==> config.mk <==
export PLATFORM = sky130hd
export DESIGN_NAME = hwy_farm_signal_ctrl
export DESIGN_NICKNAME = d
export VERILOG_FILES = /design/src/rtl/hwy_farm_pkg.sv /design/src/rtl/hfl_interval_timer.sv /design/src/rtl/hfl_phase_fsm.sv /design/src/rtl/hfl_lamp_decode.sv /design/src/rtl/hwy_farm_signal_ctrl.sv
export SDC_FILE = /design/constraint.sdc
export NUM_CORES = 1
export LEC_CHECK = 0
export ABC_AREA = 1
export BUFFER_PORTS_ARGS = -buffer_cell sky130_fd_sc_hd__buf_4
export CORE_AREA = 2 2 39 41
export CTS_CLUSTER_DIAMETER = 40
export DETAILED_ROUTE_END_ITERATION = 10
export DIE_AREA = 0 0 41 43
export SYNTH_ARGS = -nofsm -noshare
export SYNTH_HDL_FRONTEND = slang
export SYNTH_SLANG_ARGS = --single-unit
==> constraint.sdc <==
create_clock -name clk -period 1.5 [get_ports clk]
set_input_delay 0.15 -clock clk [delete_from_list [all_inputs] [get_ports clk]]
set_output_delay 0.15 -clock clk [all_outputs]
set_load 0.02 [all_outputs]
==> src/rtl/hwy_farm_pkg.sv <==
// Shared types for the intersection light controller.
// Assumes: four phases, one lamp triple per road.
package hwy_farm_pkg;

    typedef enum logic [1:0] {
        PH_HWY_GO    = 2'd0,
        PH_HWY_WARN  = 2'd1,
        PH_FARM_GO   = 2'd2,
        PH_FARM_WARN = 2'd3
    } phase_t;

    typedef struct packed {
        logic grn;
        logic yel;
        logic red;
    } lamp_t;

endpackage

==> src/rtl/hfl_interval_timer.sv <==
// Restartable interval timer. It counts cycles since the last restart and
// saturates at the larger of the two lengths.
// Assumes: SHORT_CYC >= 1 and LONG_CYC >= 1. Reset acts as a restart.
module hfl_interval_timer #(
    parameter int SHORT_CYC = 3,
    parameter int LONG_CYC  = 10
) (
    input  logic clk,
    input  logic rst_n,
    input  logic restart,
    output logic short_done,
    output logic long_done
);
    localparam int LIMIT = (SHORT_CYC > LONG_CYC) ? SHORT_CYC : LONG_CYC;
    localparam int CW    = $clog2(LIMIT + 1);
    localparam logic [CW-1:0] LIMIT_V = CW'(LIMIT);
    localparam logic [CW-1:0] SHORT_V = CW'(SHORT_CYC);
    localparam logic [CW-1:0] LONG_V  = CW'(LONG_CYC);

    logic [CW-1:0] cnt;

    // Count cycles since restart, holding at the limit.
    always_ff @(posedge clk) begin
        if (!rst_n || restart)
            cnt <= '0;
        else if (cnt != LIMIT_V)
            cnt <= cnt + 1'b1;
    end

    // Elapsed flags compare the count against each length.
    always_comb begin
        short_done = (cnt >= SHORT_V);
        long_done  = (cnt >= LONG_V);
    end


    restart_clears_chk: assert property (@(posedge clk) disable iff (!rst_n)
        restart |=> (!short_done && !long_done));

    long_held_chk: assert property (@(posedge clk) disable iff (!rst_n)
        (long_done && !restart) |=> long_done);

    short_held_chk: assert property (@(posedge clk) disable iff (!rst_n)
        (short_done && !restart) |=> short_done);

endmodule

==> src/rtl/hfl_phase_fsm.sv <==
// Four-phase sequencer. It changes phase from the timer flags and the
// car sensor, and asks for a timer restart on every phase change.
// Assumes: farm_car is synchronous to clk.
module hfl_phase_fsm
    import hwy_farm_pkg::*;
(
    input  logic   clk,
    input  logic   rst_n,
    input  logic   farm_car,
    input  logic   short_done,
    input  logic   long_done,
    output phase_t phase,
    output logic   restart
);
    phase_t phase_nx;

    // Next-phase selection and the restart request.
    always_comb begin
        phase_nx = phase;
        restart  = 1'b0;
        unique case (phase)
            PH_HWY_GO: if (long_done && farm_car) begin
                phase_nx = PH_HWY_WARN;
                restart  = 1'b1;
            end
            PH_HWY_WARN: if (short_done) begin
                phase_nx = PH_FARM_GO;
                restart  = 1'b1;
            end
            PH_FARM_GO: if (long_done || !farm_car) begin
                phase_nx = PH_FARM_WARN;
                restart  = 1'b1;
            end
            PH_FARM_WARN: if (short_done) begin
                phase_nx = PH_HWY_GO;
                restart  = 1'b1;
            end
            default: begin
                phase_nx = PH_HWY_GO;
                restart  = 1'b1;
            end
        endcase
    end

    // Phase register with synchronous reset to highway green.
    always_ff @(posedge clk) begin
        if (!rst_n)
            phase <= PH_HWY_GO;
        else
            phase <= phase_nx;
    end


    hwy_min_green_chk: assert property (@(posedge clk) disable iff (!rst_n)
        (phase == PH_HWY_GO && !(long_done && farm_car)) |=> phase == PH_HWY_GO);

    hwy_warn_exit_chk: assert property (@(posedge clk) disable iff (!rst_n)
        (phase == PH_HWY_WARN && short_done) |=> phase == PH_FARM_GO);

    farm_green_exit_chk: assert property (@(posedge clk) disable iff (!rst_n)
        (phase == PH_FARM_GO && (long_done || !farm_car)) |=> phase == PH_FARM_WARN);

    farm_warn_exit_chk: assert property (@(posedge clk) disable iff (!rst_n)
        (phase == PH_FARM_WARN && short_done) |=> phase == PH_HWY_GO);

endmodule

==> src/rtl/hfl_lamp_decode.sv <==
// Maps the current phase to one lamp triple per road.
// Assumes: phase is always one of the four legal codes.
module hfl_lamp_decode
    import hwy_farm_pkg::*;
(
    input  phase_t phase,
    output lamp_t  hwy,
    output lamp_t  farm
);
    // Lamp pattern for each phase.
    always_comb begin
        unique case (phase)
            PH_HWY_GO:    begin hwy = '{1'b1, 1'b0, 1'b0}; farm = '{1'b0, 1'b0, 1'b1}; end
            PH_HWY_WARN:  begin hwy = '{1'b0, 1'b1, 1'b0}; farm = '{1'b0, 1'b0, 1'b1}; end
            PH_FARM_GO:   begin hwy = '{1'b0, 1'b0, 1'b1}; farm = '{1'b1, 1'b0, 1'b0}; end
            PH_FARM_WARN: begin hwy = '{1'b0, 1'b0, 1'b1}; farm = '{1'b0, 1'b1, 1'b0}; end
            default:      begin hwy = '{1'b0, 1'b0, 1'b1}; farm = '{1'b0, 1'b0, 1'b1}; end
        endcase
    end
endmodule

==> src/rtl/hwy_farm_signal_ctrl.sv <==
// Top level of the highway and farm road light controller. It wires the
// timer, the phase sequencer and the lamp decoder together.
// Assumes: synchronous active-low reset; farm_car already conditioned.
module hwy_farm_signal_ctrl
    import hwy_farm_pkg::*;
#(
    parameter int SHORT_CYC = 3,
    parameter int LONG_CYC  = 10
) (
    input  logic clk,
    input  logic rst_n,
    input  logic farm_car,
    output logic hwy_grn,
    output logic hwy_yel,
    output logic hwy_red,
    output logic farm_grn,
    output logic farm_yel,
    output logic farm_red
);
    logic   short_done;
    logic   long_done;
    logic   restart;
    phase_t phase;
    lamp_t  hwy_l;
    lamp_t  farm_l;

    hfl_interval_timer #(
        .SHORT_CYC(SHORT_CYC),
        .LONG_CYC (LONG_CYC)
    ) u_timer (
        .clk       (clk),
        .rst_n     (rst_n),
        .restart   (restart),
        .short_done(short_done),
        .long_done (long_done)
    );

    hfl_phase_fsm u_fsm (
        .clk       (clk),
        .rst_n     (rst_n),
        .farm_car  (farm_car),
        .short_done(short_done),
        .long_done (long_done),
        .phase     (phase),
        .restart   (restart)
    );

    hfl_lamp_decode u_dec (
        .phase(phase),
        .hwy  (hwy_l),
        .farm (farm_l)
    );

    // Drive the lamp ports from the decoded triples.
    always_comb begin
        {hwy_grn, hwy_yel, hwy_red}    = {hwy_l.grn, hwy_l.yel, hwy_l.red};
        {farm_grn, farm_yel, farm_red} = {farm_l.grn, farm_l.yel, farm_l.red};
    end


    lamp_onehot_chk: assert property (@(posedge clk) disable iff (!rst_n)
        ($countones({hwy_grn, hwy_yel, hwy_red}) == 1) &&
        ($countones({farm_grn, farm_yel, farm_red}) == 1));

    no_dual_green_chk: assert property (@(posedge clk) disable iff (!rst_n)
        !(hwy_grn && farm_grn));

endmodule

==> metrics <==
status=finished, final reports clean; clk_skew=1.24 ps; die area=1760 sq um; commonest non-fill, non-tap cell in the layout=nor2_1; Slew @ Worst Pin=212 ps; Synth area leaders=dfxtp_1 26%, ha_1 19%, nor2_1 9.9%, nand2_1 9.1%, inv_1 6.6%; gr ovfl total=0; crit path launch=u_fsm.phase[0]$_SDFFE_PN0P_; max-cap viol count=0; largest net degree at the start of global routing=6; Synth Register Bits=6; cts bufs inserted=3; Die H=43 microns; CTS max path bufs=2; GRT Total Usage=0.110; die width=41 microns; final setup margin=115 ps; post-route ant nets=0; Rel. slew slack=0.859; Worst EP arrival=1230 ps; min-delay src=rst_n; Pwr Density=2120 nW/um^2; Gate Count Post-Synth=64; htree depth=1; First-pass DRT Iterations=1; IO Pins=9; hold path depth=3; Layout Cells excl Fill=91; # nets final=87; number of global-route vias before repair=343; row count=14; CTS tree=yes; Total Wirelength=754 microns; Placer Congestion=0.724; Fmax=722 MHz; CTS Sinks=6; post-CTS setup buffers=0; CP endpoint kind=primary output; first-pass GRT wire length=1.28 mm; Min-Delay Path Class=in2reg; Place WS=174 ps; synthesized area per cell=7.12 sq um; Slew Viols, Final=0; Initial Util=0.329; cts hold-fix bufs=0; final setup violation count=0; initial DRC count=0; PortBufs=8; yosys warns=0; top-area cell type share of the netlist area=0.264; initial antenna violation count=0; Total Neg Setup Slack=0 ps; Clock Latency Late Sink=240 ps; P&R area growth vs syn=23.6%; DR DRC count=0; post-route minimum period=1380 ps; worst reg2reg startpoint=u_timer.cnt[0]$_SDFFE_PP0N_; Post-Syn Area=455 sq um; DR vias/cell=4.29; unrepaired setup endpoints after global routing=false; Root Driver=clkbuf_4; fraction of layout cells with a size suffix above 1=0.320; most frequent cells in the layout=12 x nor2_1, 11 x nand2_1, 8 x inv_1, 8 x buf_4, 6 x ha_1; Tot Pwr=1190 uW; # diodes=0; Worst IR Drop VDD=0.846 mV; Worst Path Max Fanout=5; final number of hold-violating endpoints=0; Lkg Pwr=0.000285 uW; final worst-path cycle share=0.923; Final HPWL DP=637 microns; sequential-to-total area share from yosys stat=0.264; Worst EP required=1350 ps; Worst Setup Start Kind=flip-flop; DR vias=390; worst hold slack=159 ps; Std-Cell Core Area=1380 sq um; library cells used by synthesis=15; cells on worst reg2reg path=10; dpl cells=88; Setup CP Type=reg2out; syn_nets=74; Synth area leader=dfxtp_1; routed length per instance=8.29 microns; clock slew at reported path FFs=40 ps
-- worst paths after layout --
path                                                    end  slack, ps
worst max-delay path                                hwy_red        120
worst max register to register  u_fsm.phase[0]$_SDFFE_PN0P_        220
worst min-delay path            u_fsm.phase[1]$_SDFFE_PN0P_        160
worst min register to register  u_timer.cnt[0]$_SDFFE_PP0N_        550
-- layout make-up --
cell class / instances / area, sq um
Sequential cell: 6 / 123
Tap cell: 16 / 20.0
Timing Repair Buffer: 8 / 60.1
Fill cell: 150 / 821
Clock buffer: 3 / 22.5
Multi-Input combinational cell: 47 / 297
Inverter: 11 / 41.3
-- registers in the layout (all words and copies together), names as in the netlist --
signal	flops
u_fsm.phase	2
u_timer.cnt	4
-- worst max-delay path, cell delays in order (launching register included) --
cell     delay, ps
dfxtp_2        350
inv_1           80
ha_2           220
nor2_1         130
nor2_1          50
buf_4          160
-- metal layers --
metal	GRT usage	routed length [microns]
met2	0.134	335
met1	0.146	389
met5	0	0
met4	0.100	8
met3	0.0314	21
-- what timing repair did --
action	CTS	global route
cloned	0	0
gates resized for setup	1	2
setup endpoints to repair	1	4
-- power by group --
part | leakage (uW) | internal, uW | total [uW] | switching, uW
sequential | 0.0000498 | 223 | 282 | 58.6
combinational | 0.000221 | 310 | 768 | 458
clock | 0.0000138 | 90.0 | 141 | 51.2
-- metrics by stage --
stage,utilization,area (sq um)
floorplan,-,455
global placement,0.387,536
detailed placement,0.387,536
CTS,0.404,559
global route,0.407,563
finish,0.407,563
-- cells in the mapped netlist, drive strengths merged --
library cell / number
xor2: 2
dfxtp: 6
nand3: 6
nand2: 14
inv: 10
clkinv: 1
mux2i: 1
ha: 7
nand4: 2
nor2: 14
o21ai: 1
-- logic make-up (layout without fill, tap and decap cells) --
| kind of cell | after synthesis | in the layout | synth area share |
|---|---|---|---|
| compound gates | 1 | 1 | 0.0192 |
| flops | 6 | 6 | 0.264 |
| mux | 1 | 1 | 0.0220 |
| xor+xnor | 2 | 2 | 0.0385 |
| buf+inv | 11 | 22 | 0.0907 |
| simple gates | 36 | 36 | 0.374 |
| fa+ha+maj | 7 | 7 | 0.192 |
No activity file was read; power rests on OpenSTA's default activity.
